## config.mk

```make
export PLATFORM = sky130hd
export DESIGN_NAME = loopmix_atten
export DESIGN_NICKNAME = d
export VERILOG_FILES = /design/src/rtl/loopmix_pkg.sv /design/src/rtl/loopmix_cfg.sv /design/src/rtl/loopmix_gain_rom.sv /design/src/rtl/loopmix_core.sv /design/src/rtl/loopmix_atten.sv
export SDC_FILE = /design/constraint.sdc
export NUM_CORES = 1
export LEC_CHECK = 0
export CAP_MARGIN = 20
export CORE_AREA = 5 5 179 181
export DETAILED_ROUTE_END_ITERATION = 7
export DIE_AREA = 0 0 184 186
export PLACE_DENSITY = 0.68
export SYNTH_ARGS = -nofsm -noshare
export SYNTH_HDL_FRONTEND = slang
export SYNTH_SLANG_ARGS = --single-unit
```

## constraint.sdc

```tcl
create_clock -name clk -period 20.1 [get_ports clk]
set_input_delay 2.01 -clock clk [delete_from_list [all_inputs] [get_ports clk]]
set_output_delay 2.01 -clock clk [all_outputs]
set_load 0.1 [all_outputs]
```

## src/rtl/loopmix_pkg.sv

```systemverilog
package loopmix_pkg;
  localparam int SAMPLE_W = 16;
  localparam int CODE_W   = 6;
  localparam int GAIN_W   = 17;  // unsigned, 32768 == unity
  localparam int FRAC_W   = 15;

  // gain factor for code k: 1.5 dB per step, rounded to nearest
  function automatic int gain_of(int k);
    real lin;
    lin = 32768.0 * (10.0 ** (-1.5 * k / 20.0));
    return $rtoi(lin + 0.5);
  endfunction
endpackage

```

## src/rtl/loopmix_cfg.sv

```systemverilog
module loopmix_cfg #(
  parameter int IDX_W   = 4,
  parameter int MIX_IDX = 13,
  parameter int CODE_W  = 6
) (
  input  logic              clk,
  input  logic              rst_n,
  input  logic              we,
  input  logic [IDX_W-1:0]  idx,
  input  logic [CODE_W+1:0] wdata,
  output logic              en,
  output logic [CODE_W-1:0] code
);
  logic hit;
  logic unused_rsv;

  assign hit        = we && (idx == IDX_W'(MIX_IDX));
  assign unused_rsv = wdata[1];

  always_ff @(posedge clk) begin
    if (!rst_n) begin
      en   <= 1'b0;
      code <= '0;
    end else if (hit) begin
      en   <= wdata[0];
      code <= wdata[CODE_W+1:2];
    end
  end
endmodule

```

## src/rtl/loopmix_gain_rom.sv

```systemverilog
module loopmix_gain_rom
  import loopmix_pkg::*;
#(
  parameter int CW = CODE_W,
  parameter int GW = GAIN_W
) (
  input  logic [CW-1:0] code,
  output logic [GW-1:0] gain
);
  localparam int DEPTH = 1 << CW;

  logic [GW-1:0] lut [DEPTH];

  for (genvar k = 0; k < DEPTH; k++) begin : g_lut
    localparam int FACTOR = gain_of(k);
    assign lut[k] = GW'(FACTOR);
  end

  assign gain = lut[code];
endmodule

```

## src/rtl/loopmix_core.sv

```systemverilog
module loopmix_core #(
  parameter int SW   = 16,
  parameter int GW   = 17,
  parameter int FRAC = 15
) (
  input  logic signed [SW-1:0] cap_s,
  input  logic        [GW-1:0] gain,
  input  logic                 mix_on,
  input  logic signed [SW-1:0] pb_s,
  input  logic                 pb_take,
  output logic signed [SW-1:0] sat_out
);
  localparam int PW = SW + GW + 1;
  localparam int AW = SW + 2;
  localparam logic signed [AW-1:0] MAXV = AW'((1 << (SW-1)) - 1);
  localparam logic signed [AW-1:0] MINV = -AW'(1 << (SW-1));

  logic signed [PW-1:0] prod;
  logic signed [PW-1:0] scaled;
  logic signed [AW-1:0] att;
  logic signed [AW-1:0] pbt;
  logic signed [AW-1:0] sum;

  always_comb begin
    prod   = PW'(cap_s) * $signed({1'b0, gain});
    scaled = prod >>> FRAC;
    att    = mix_on ? scaled[AW-1:0] : '0;
    pbt    = pb_take ? AW'(pb_s) : '0;
    sum    = att + pbt;
    if (sum > MAXV)      sat_out = MAXV[SW-1:0];
    else if (sum < MINV) sat_out = MINV[SW-1:0];
    else                 sat_out = sum[SW-1:0];
  end
endmodule

```

## src/rtl/loopmix_atten.sv

```systemverilog
module loopmix_atten
  import loopmix_pkg::*;
#(
  parameter int IDX_W   = 4,
  parameter int MIX_IDX = 13
) (
  input  logic                clk,
  input  logic                rst_n,
  input  logic                cfg_we,
  input  logic [IDX_W-1:0]    cfg_idx,
  input  logic [CODE_W+1:0]   cfg_wdata,
  input  logic                cap_valid,
  output logic                cap_ready,
  input  logic [SAMPLE_W-1:0] cap_data,
  input  logic                cap_ovr,
  input  logic                pb_valid,
  output logic                pb_ready,
  input  logic [SAMPLE_W-1:0] pb_data,
  input  logic                pb_underrun,
  input  logic                pb_en,
  input  logic                dac_strobe,
  output logic                mix_valid,
  output logic [SAMPLE_W-1:0] mix_data
);
  logic                       cfg_en;
  logic [CODE_W-1:0]          cfg_code;
  logic [GAIN_W-1:0]          gain;
  logic                       cap_take;
  logic signed [SAMPLE_W-1:0] cap_hold;
  logic signed [SAMPLE_W-1:0] cap_eff;
  logic                       pb_take;
  logic signed [SAMPLE_W-1:0] mixed;

  assign cap_ready = 1'b1;
  assign pb_ready  = 1'b1;

  loopmix_cfg #(.IDX_W(IDX_W), .MIX_IDX(MIX_IDX), .CODE_W(CODE_W)) u_cfg (
    .clk(clk), .rst_n(rst_n), .we(cfg_we), .idx(cfg_idx), .wdata(cfg_wdata),
    .en(cfg_en), .code(cfg_code)
  );

  loopmix_gain_rom #(.CW(CODE_W), .GW(GAIN_W)) u_rom (
    .code(cfg_code), .gain(gain)
  );

  // overrun words are dropped; a same-cycle good word bypasses the hold
  assign cap_take = cap_valid && !cap_ovr;
  assign cap_eff  = cap_take ? $signed(cap_data) : cap_hold;
  assign pb_take  = pb_en && pb_valid && !pb_underrun;

  always_ff @(posedge clk) begin
    if (!rst_n)        cap_hold <= '0;
    else if (cap_take) cap_hold <= $signed(cap_data);
  end

  loopmix_core #(.SW(SAMPLE_W), .GW(GAIN_W), .FRAC(FRAC_W)) u_core (
    .cap_s(cap_eff), .gain(gain), .mix_on(cfg_en),
    .pb_s($signed(pb_data)), .pb_take(pb_take), .sat_out(mixed)
  );

  always_ff @(posedge clk) begin
    if (!rst_n) begin
      mix_valid <= 1'b0;
      mix_data  <= '0;
    end else begin
      mix_valid <= dac_strobe;
      if (dac_strobe) mix_data <= mixed;
    end
  end
endmodule

```

## Word-level counts from Yosys, hierarchy flattened

Memories as Yosys holds them, arrays and structs flattened.
Cells that the tools add are included.

| word-level totals | value |
|---|---|
| memories kept | 1 |
| register bits after elaboration | 40 |
| output and inout port bits | 19 |
| memory bits (writable) | 0 |
| memory bits (read-only) | 1088 |
| input bits | 53 |
| bits in latches | 0 |

| operators by class | value |
|---|---|
| mux-type cells | 7 |
| equal/unequal tests | 1 |
| divide/modulo/power cells | 0 |
| multiply operators | 1 |
| order comparisons | 3 |
| reduce and logical (&&, ||, !) cells | 6 |
| shift-type cells | 0 |
| add/subtract/negate cells | 1 |
| bitwise logic cells | 1 |

Memory list:

| name | depth | bits a word | read ports | clocked after memory_dff | wr ports | RTL line | text |
|---|---|---|---|---|---|---|---|
| (name not given) | 64 | 17 | 1 | 0 | 0 | loopmix_gain_rom.sv:19 | `assign gain = lut[code];` |

Operator list:

| kind | count |
|---|---|
| 16-bit two-way mux | 3 |
| 18-bit two-way mux | 2 |
| 17-bit two-way mux | 2 |
| 16-bit by 18-bit multiplier with 33-bit output | 1 |
| 18-bit adder | 1 |
| 18-bit by 16-bit > comparator with 1-bit output, second input constant | 1 |
| 18-bit by 16-bit less-than comparator with 1-bit output, second input constant | 1 |
| 7-bit greater-or-equal comparator, second input constant | 1 |
| 6-bit inverter with 7-bit output | 1 |
| 4-bit == test, second input constant | 1 |
| 1-bit logical AND | 4 |
| 1-bit logical NOT | 2 |

## Longest topological paths before layout

Gate-level depths: netlist (run 1).

| logic depth | value |
|---|---|
| depth in word-level cells | 10 |
| gate-level depth with buffers | 45 |

## Hierarchy

From an unflattened synthesis (run 1), not the netlist that was laid out.

| unflattened totals | value |
|---|---|
| cells, all modules | 1507 |
| area total of the unflattened synthesis | 12992.5 um2 |

Modules (own cells, without submodules):

| module | cells an instance | area each (um2) | sequential area each (um2) | instances |
|---|---|---|---|---|
| loopmix_core | 1170 | 10094.7 | 0.0 | 1 |
| loopmix_atten | 148 | 1569.0 | 660.6 | 1 |
| loopmix_gain_rom | 158 | 1037.2 | 0.0 | 1 |
| loopmix_cfg | 31 | 291.5 | 140.1 | 1 |

## Worst setup path before layout (run 1)

OpenSTA, ideal clock, no wires.

| timing path | value |
|---|---|
| kind | input to register |
| start | in cap_ovr |
| end | reg mix_data[13] |
| buffers on the path | 4 |
| data arrival time | 10.914 ns |
| setup time | 0.125 ns |
| slack | 9.061 ns |
| cell stages on the path | 38 |
| cell sequence | nand2b_1 buf_6 buf_1 buf_1 mux2i_1 nor2_1 fa_1 inv_1 fa_1 fa_1 fa_1 inv_1 fa_1 inv_1 fa_1 inv_1 ha_1 nand4_1 (+2 left out) nor3b_1 a21oi_1 o31ai_2 a311oi_1 xnor2_1 and2_1 ha_1 a21o_1 a21oi_1 o21ai_0 and2_1 a311oi_1 nand3b_1 o21a_1 and4_1 nor3b_4 buf_6 a21oi_2 |

| on the way | value |
|---|---|
| longest elaborated chain between the ends | 9 |
| elaborated cells between the ends (all ways) | 10 |

RTL lines:

| what | RTL line | text |
|---|---|---|
| from (decl) | loopmix_atten.sv:15 | `input logic cap_ovr,` |
| 1-bit logical NOT (*) | loopmix_atten.sv:47 | `assign cap_take = cap_valid && !cap_ovr;` |
| 1-bit logical AND (*) | loopmix_atten.sv:47 |  |
| 16-bit two-way mux (*) | n/a |  |
| 16-bit by 18-bit multiplier with 33-bit output (*) | loopmix_core.sv:25 | `prod = PW'(cap_s) * $signed({1'b0, gain});` |
| 18-bit two-way mux (*) | loopmix_core.sv:27 | `att = mix_on ? scaled[AW-1:0] : '0;` |
| 18-bit adder (*) | loopmix_core.sv:29 | `sum = att + pbt;` |
| 18-bit by 16-bit less-than comparator with 1-bit output | loopmix_core.sv:31 | `else if (sum < MINV) sat_out = MINV[SW-1:0];` |
| 16-bit two-way mux | loopmix_core.sv:31 |  |
| 16-bit two-way mux (*) | loopmix_core.sv:30 | `if (sum > MAXV) sat_out = MAXV[SW-1:0];` |
| to (signal assigned) | loopmix_atten.sv:67 | `if (dac_strobe) mix_data <= mixed;` |
| to (decl) | loopmix_atten.sv:23 | `output logic [SAMPLE_W-1:0] mix_data` |

Every way passes the cells marked *; elsewhere a longest branch is shown, timed or not.
A chain may end at the register's enable or synchronous reset.

## Final worst setup path (run 1)

| timing path | value |
|---|---|
| start | in cap_ovr |
| end | reg mix_data[5] |

Same word-level chain as after synthesis.

==> results.txt, run 1 <==
In the finished design, the share of the clock period the worst path needs comes to between 60% and 70%. The total overflow left after global routing is 0. Setup repair after global routing left no endpoint under its margin.

The Yosys step of the flow raised 0 warnings. The initial antenna violation count came to 0. The commonest register cell after synthesis is dfxtp_1.

The H-tree depth came out at 2. The proportion of synthesized chip area in sequential cells came out at 6.69%. Based on the critical path, the design can be clocked at up to between 0.08 and 0.09 GHz. The final non-filler cell area came out at ~0.013 mm2. The length of the first detailed-routing pass in iterations is 5. The hold violation count in the final report is 0. A synthesized cell averages roughly 8.3 um2. For this design the static power due to leakage is around 6.4 nW. The number of placement rows is 64. Across the run, the number of max-cap violations was 0.

The wire-length estimate of the detail-placed layout is between 20 and 30 mm. The final wirelength is ~32 mm. The maximum buffer depth of the clock tree came out at 2.

The share of layout cells above drive strength 1 is between 5 and 6%. The synthesized design contains 0 enable-type register cells. The number of global-route vias before repair was 10200.

The floorplan step defined a die boundary enclosing ~0.034 mm2. The number of buffers created by CTS is 5. The area of the placeable core is around 0.030 mm2. The actual transition at the worst max-transition pin came out at 1.14 ns.

The count of mapped cells out of synthesis came out at 1443. In the synthesized netlist, mux cells make up 3.83% of the area. Hold repair after CTS inserted 0 buffers. The pin count of the biggest net entering global routing came out at between 40 and 50. The worst-path cell with the longest stage delay is mux2i_1. The setup slack after layout came out at between 7 and 8 ns. In the final design database the tool counted 1880 nets. In the final routed layout, each cell accounts on average for 16.8 um.

After Yosys synthesis, and, or, nand and nor cells account for approximately 18% of the synthesized area. The utilization after layout came out at between 40% and 50%. The die is 186 um tall. The number of vias per cell came out at 5.29. The clock tree from TritonCTS is yes.

Data arrives at the worst endpoint at approximately 13 ns. The max-slew violation count is 0. The share of the synthesized area in compound gates (AO/OA/AOI/OAI) came out at between 10% and 20%. The post-detailed-placement cell area came out at roughly 0.013 mm2. The run finished with clean final reports. The post-synthesis share of cell area spent on xor and xnor gates is 2.12%. The mapped netlist covers between 0.01 and 0.015 mm2. The main combinational cell family by area after synthesis is adder cells. In this run, distinct cell masters in the synthesized netlist total 78. The worst-case IR drop observed on VDD is 0.0394 mV. At the placement stage, the worst setup path has a slack of between 7 and 8 ns. The number of remaining DRC errors came out at 0.

The count of antenna diodes in the layout is 0. In this run the remaining antenna-violating nets after routing total 0. The later pin in the worst-skew pair is clocked with a latency of 0.31 ns. After Yosys synthesis, full adders, half adders and majority gates account for 47.4% of the synthesized area. The starting utilization of the core area came out at between 30% and 40%. The post-CTS setup buffer count came out at 0. The async set or reset register ratio after synthesis is 0%. After synthesis the netlist holds a flip-flop and latch count of 40.

Across all layers, the routed design uses roughly 10000 vias. The setup TNS after final layout is 0 ns. The clock slew seen by the registers of the worst setup and hold paths is around 0.07 ns. The post-route worst hold slack came out at between 0.5 and 0.6 ns. STA classifies the critical path startpoint as a primary input. The number of DRC markers after the initial detailed-route iteration came out at 707. The tree built by TritonCTS fans out to 40 sinks. Compared with the post-synthesis result, the final layout area differs by 11.0%.

The maximum fanout encountered on the critical timing path came out at 26. The clock skew is 0.00429 ns. The wire length of the first global-routing pass came out at 52.2 mm.

The number of top-level design ports is 72. The relative max-transition margin is between 20 and 25%. The largest single stage delay on the critical path is 0.95 ns. For the worst setup path, the data required time is around 20 ns. Setup violations remaining at the end of the flow were counted as 0. For this run, the total global-route usage over all layers was measured as roughly a fifth. The worst setup path is captured at a register. The global placer's final weighted congestion came out at just over 0.9.

The width of the die is 184 um. The number of gates given a new drive strength after cts came out at 0. The cell area power density came out at ~30 mW/mm2. The classification of the worst setup path is primary input to register.

The tightest min-delay check is of the register to register type. The dominant cell type by count on the critical path is fa_1. Subtracting the final worst setup slack from the clock period gives 12.42 ns. The tree is rooted in a clkbuf_16. The total of buffers placed on input and output ports came out at 68.
[final timing paths]
path | startpoint | end | slack [ns] | cells past startpoint
min | mix_data[15]$_SDFFE_PN0P_ | mix_data[15]$_SDFFE_PN0P_ | 0.51 | 2
min reg2reg | mix_data[15]$_SDFFE_PN0P_ | mix_data[15]$_SDFFE_PN0P_ | 0.51 | 2
max | cap_ovr | mix_data[5]$_SDFFE_PN0P_ | 7.68 | 36
max reg2reg | u_cfg.code[0]$_SDFFE_PN0P_ | mix_data[5]$_SDFFE_PN0P_ | 8.61 | 36
[where the power goes]
part,leakage (nW),switching (mW),internal [mW],total (mW)
combinational,6.02,0.131,0.0770,0.208
sequential,0.328,0.00226,0.0831,0.0854
clock,0.0804,0.0406,0.0592,0.0998
total,6.43,0.174,0.219,0.394
[sequential cells by signal (all words and copies together) (netlist names)]
register,count
cap_hold,16
mix_data,16
mix_valid,1
u_cfg.code,6
u_cfg.en,1
[worst max-delay path: cells and delay by family]
family	cells	cell delay (ns)
adder cells (fa/ha/maj)	8	3.68
AO/OA/AOI/OAI	10	2.48
AND/OR/NAND/NOR	10	2.29
buffers and inverters	6	1.02
multiplexers	1	0.95
XOR/XNOR	1	0.15
[per-layer routing]
layer  wire length (um)  track usage (%)  part of all wire [%]  vias to the layer above
met5                  0                0                     0                        -
met4               1070             5.77                   3.4                        0
met3               2490             3.89                   7.8                       70
met2              14500             31.3                    46                      350
met1              13700             25.3                    43                     4839
li1                   -                -                     -                     4719
[area by class of cell]
| class | count | area [um2] |
|---|---|---|
| repair buffers | 93 | 888 |
| multi-input cells | 1096 | 9980 |
| clock buffers | 5 | 125 |
| clock inverters | 3 | 46.3 |
| inverters | 254 | 953 |
| fillers | 2979 | 17000 |
| well taps | 396 | 495 |
| flip-flops and latches | 40 | 801 |
[synth_stat cells (3+ instances only)]
| library cell | number | share of area, % |
|---|---|---|
| a21boi_0 | 3 | 0.19 |
| a21o_1 | 14 | 0.88 |
| nor3_1 | 17 | 0.71 |
| buf_2 | 7 | 0.29 |
| a21oi_1 | 54 | 2.3 |
| or3_1 | 5 | 0.26 |
| a221oi_1 | 4 | 0.29 |
| nor3b_1 | 5 | 0.31 |
| clkbuf_1 | 34 | 1.1 |
| and2_1 | 32 | 1.7 |
| fa_1 | 194 | 32 |
| buf_1 | 8 | 0.25 |
| xnor2_1 | 22 | 1.6 |
| nand2b_1 | 14 | 0.73 |
| nand3b_1 | 4 | 0.25 |
| a21oi_2 | 10 | 0.73 |
| nor2b_1 | 8 | 0.42 |
| xor2_1 | 7 | 0.51 |
| nor2_1 | 191 | 6.0 |
| or2_2 | 6 | 0.31 |
| o21a_1 | 5 | 0.31 |
| inv_1 | 253 | 7.9 |
| nand2_1 | 147 | 4.6 |
| nand3_1 | 23 | 0.96 |
| o211ai_1 | 8 | 0.50 |
| dfxtp_1 | 40 | 6.7 |
| nand4_1 | 6 | 0.31 |
| o22ai_1 | 7 | 0.37 |
| and3_1 | 4 | 0.21 |
| ha_1 | 143 | 15 |
| mux2i_1 | 26 | 2.2 |
| buf_6 | 3 | 0.28 |
| a211o_1 | 8 | 0.59 |
| a31oi_1 | 4 | 0.21 |
| o21bai_1 | 5 | 0.31 |
| a211oi_1 | 10 | 0.63 |
| o21ai_0 | 42 | 1.8 |
| mux2_2 | 13 | 1.2 |
| a311oi_1 | 7 | 0.51 |
[metrics by stage]
step / total power [mW] / cells
CTS: 0.395 / 1885
floorplan: 0.228 / 1444
global placement: 0.290 / 1877
finish: 0.394 / 1887
detailed placement: 0.292 / 1877
global route: 0.420 / 1887
[placed cells by master, fill, tap and decap left out, types with 24 or more instances in the layout]
cell type / synthesis / layout
a21oi_1: 54 / 54
and2_1: 32 / 32
buf_4: 2 / 24
clkdlybuf4s50_1: 0 / 68
dfxtp_1: 40 / 40
fa_1: 194 / 194
ha_1: 143 / 143
inv_1: 253 / 253
mux2i_1: 26 / 26
nand2_1: 147 / 147
nor2_1: 191 / 191
o21ai_0: 42 / 42
[cells by family after synthesis]
group | after synthesis
flops | 40
other cells | 1
fa+ha+maj | 337
buf+inv | 308
compound gates | 212
mux | 42
simple gates | 474
xor+xnor | 29
Power figures use the tool's default switching activity.
==> run 2: changes to the inputs <==
clock period = 12.4 ns   (was 20.1 ns; I/O delays follow)
==> run 2 against run 1 <==
  * Sequential share of layout area is essentially flat
  * Clock-buffer cell count is the same
  * Cell area is essentially flat
  * Global-route usage grew 0.16 points
  * Power grew 62%
  * Sequential power grew 63%
  * Routed wire length grew 0.27%
  * Via count grew 0.35%
  * Critical path type is now register to register
  * Worst setup slack lost 6.9 ns
  * Core utilization is essentially flat
  * Clock power grew 62%
==> results.txt, run 2 (synthesis results as in run 1) <==
The number of remaining DRC errors came out at 0 (unchanged). The worst flop-to-flop path startpoint is u_cfg.code[0]$_SDFFE_PN0P_. The min-delay analysis places its worst path in the category register to register.

The critical path starts at u_cfg.code[0]$_SDFFE_PN0P_. The number of buffers created by CTS came out at 5 (unchanged). STA classifies the critical path startpoint as a register. The relative max-transition margin is 30.9% (+8.8 points). The max-slew violation count came to 0 (unchanged). The hold violation count in the final report came out at 0 (unchanged). The cts-stage hold buffer count is 0 (unchanged). The setup TNS after final layout came to 0 ns (unchanged). The endpoint of the lowest-slack register-to-register path is mix_data[12]$_SDFFE_PN0P_. The number of placement rows was 64 (unchanged). The max-capacitance violation count is 0 (unchanged). The most common library cell in the layout ignoring fill and taps is inv_1.

The delay of the slowest cell on the worst path came out at 0.66 ns (-0.29 ns). The width of the die is 184 um (unchanged). The area of the die is 0.0342 mm2 (unchanged). The total of buffers placed on input and output ports is 68 (unchanged).

The H-tree depth came to 2 (unchanged). The number of standard cells in the layout, taps in and fillers out came to 1890 (+0.16%). The classification of the worst setup path is register to register. The instance count after placement with tap cells included came to 1882 (+0.27%). The share of layout cells above drive strength 1 came out at 5.69% (+0.19 points). The worst path buffer plus inverter count is 5 (-1). The global placer's final weighted congestion came to 0.934 (+0.46%). TritonCTS built the clock tree. The number of global-route vias before repair came out at 10500 (+2.5%). The logic depth of the worst path, buffers included came to 37 (+2.8%). Broken down by cell family, the worst path's largest delay share belongs to adder cells. The data arrival at the endpoint of the critical path is 11.82 ns (-0.78 ns). The count of antenna diodes in the layout came out at 0 (unchanged).

The TritonCTS sink count was 40 (unchanged). The HPWL after detailed placement came out at 26.1 mm (+1.3%). The relative area change from synthesis to final layout is 11.1% (about the same). The maximum buffer depth of the clock tree came out at 2 (unchanged). The overall via count from detail_route came out at 10000 (+0.35%). The clock slew seen by the registers of the worst setup and hold paths is 0.07 ns (about the same).

The critical path ends at mix_data[12]$_SDFFE_PN0P_. The maximum fanout encountered on the critical timing path is 15 (-42%). The total routing usage reported by global routing is 19.2% (+0.16 points). In the layout the commonest cells are inv_1, fa_1, nor2_1. The number of nets still failing antenna checks after routing came out at 0 (unchanged). The final non-filler cell area came out at 0.0133 mm2 (about the same). The run finished with clean final reports.

Among the stages of the critical path, the cell type that occurs most often is fa_1. The clock skew came out at 0.00546 ns (+0.00117 ns). The setup violation total in the final timing report came out at 0 (unchanged).

The sum of internal, switching and leakage power was 0.636 mW (+62%). The number of top-level design ports came out at 72 (unchanged). The die outline height came out at 186 um (unchanged). The maximum ir drop on the vdd rail came out at 0.0564 mV (+43%).

The critical path required time is 12.55 ns (-7.72 ns). The wire length of the first global-routing pass came out at 52.9 mm (+1.4%). The post-placement setup slack is 0.563 ns (-6.94 ns). The latest clock arrival within the worst-skew pair was 0.30 ns (about the same). The number of DRC markers after the initial detailed-route iteration came out at 672 (-5.0%). The total global routing overflow was 0 (unchanged). The final routed wire length divided by cell count came out at 16.8 um (+0.11%). The post-detailed-placement cell area is 0.0131 mm2 (+0.29%). The length of the first detailed-routing pass in iterations is 5 (unchanged).

The filler cell count came to 2972 (-0.23%). For this design, the slowest cell found on the critical path is nor3b_4. The number of vias per cell came out at 5.30 (+0.19%). The clock root buffer is clkbuf_16. The leakage power is 6.43 nW (about the same). The cell area power density was 47.8 mW/mm2 (+61%). The share of the clock period used by the worst path came out at a little over nine tenths. The minimum period implied by the final worst setup slack is roughly 12 ns. The initial antenna violation count is 0 (unchanged).

The starting utilization of the core area came to 39.5% (unchanged). The post-CTS setup buffer count is 0 (unchanged). Derived from the worst setup path, the maximum achievable clock frequency is around 0.086 GHz. The worst setup path is captured at a register.

The startpoint of the lowest-slack hold path is mix_data[15]$_SDFFE_PN0P_. The number of nets in the finished design came to 1883 (+0.16%). The actual transition at the worst max-transition pin is 1.04 ns (-0.100 ns). The largest registers in the layout are cap_hold: 16 flops, mix_data: 16 flops, u_cfg.code: 6 flops.

The setup slack after layout came out at 0.731 ns (-6.95 ns). The pin count of the biggest net entering global routing is 35 (-19%). Setup repair after global routing left no endpoint under its margin. The final wirelength came out at 31.8 mm (+0.27%). The area of the placeable core came out at 0.0303 mm2 (unchanged). The number of cells on the worst reg-to-reg path is 37 (+2.8%).

The setup slack of the worst register-to-register path came out at 0.73 ns (-7.88 ns).
==> run 2: changes by cell type in the layout (fill, tap and decap cells not counted) <==
cell      change
buf_4         +4
a211oi_2      -1
a211oi_4      +1
buf_16        -1
==> run 2: layout make-up <==
type | instances | area, um2 | share of cell area (%)
Multi-Input combinational cell | 1096 | 9990 | 75.1
Clock buffer | 5 | 125 | 0.941
Clock inverter | 3 | 46.3 | 0.348
Sequential cell | 40 | 801 | 6.02
Timing Repair Buffer | 96 | 891 | 6.70
Inverter | 254 | 953 | 7.17
Tap cell | 396 | 495 | 3.72
==> run 2: report_power, final <==
| part | internal [mW] | leakage (nW) | switching (mW) | total [mW] |
|---|---|---|---|---|
| logic | 0.125 | 6.03 | 0.210 | 0.335 |
| registers | 0.135 | 0.328 | 0.00415 | 0.139 |
| clock network | 0.0960 | 0.0804 | 0.0657 | 0.162 |
==> run 2: worst register-to-register path: cells and delay by family (launching register included) <==
| kind | cells | cell delay, ns |
|---|---|---|
| flops | 1 | 0.65 |
| buf+inv | 5 | 0.50 |
| compound gates | 12 | 3.63 |
| fa+ha+maj | 9 | 4.10 |
| simple gates | 10 | 2.49 |
| xor+xnor | 1 | 0.16 |
==> run 2: timing repair <==
| action | 4_1_cts | 5_1_grt |
|---|---|---|
| setup endpoints to repair | 0 | 4 |
| hold endpoints to repair | 0 | 0 |
| resized for setup | 0 | 1 |
==> run 2: how the worst min path moves through the flow <==
| stage | to | slack, ns | depth (start not counted) |
|---|---|---|---|
| 2_1_floorplan | cap_hold[8]$_SDFF_PN0_ | 0.52 | 2 |
| 3_3_place_gp | mix_data[0]$_SDFFE_PN0P_ | 0.47 | 2 |
| 6_report | mix_data[15]$_SDFFE_PN0P_ | 0.51 | 2 |
| 3_5_place_dp | mix_data[15]$_SDFFE_PN0P_ | 0.49 | 2 |
| 5_1_grt | mix_data[15]$_SDFFE_PN0P_ | 0.53 | 2 |
| 4_1_cts | mix_data[15]$_SDFFE_PN0P_ | 0.50 | 2 |
==> run 2: layer usage <==
metal	up-vias	wire length [um]	track usage, %	part of all wire (%)
met5	-	0	0	0
met4	0	1010	5.59	3.2
met3	65	2290	2.99	7.2
met2	367	14600	31.9	46
met1	4854	14000	25.9	44
li1	4727	-	-	-
==> run 2: stage by stage <==
step                util [%]  hold slack, ns
floorplan                  -           0.518
detailed placement      43.4           0.487
finish                  43.9           0.506
global placement        43.4           0.468
global route            43.9           0.531
CTS                     43.9           0.500
==> run 3: changes to the inputs <==
CAP_MARGIN = 5   (was 20)
==> results of run 3 <==
Final layout, timing and power as in run 2 (identical DEF).
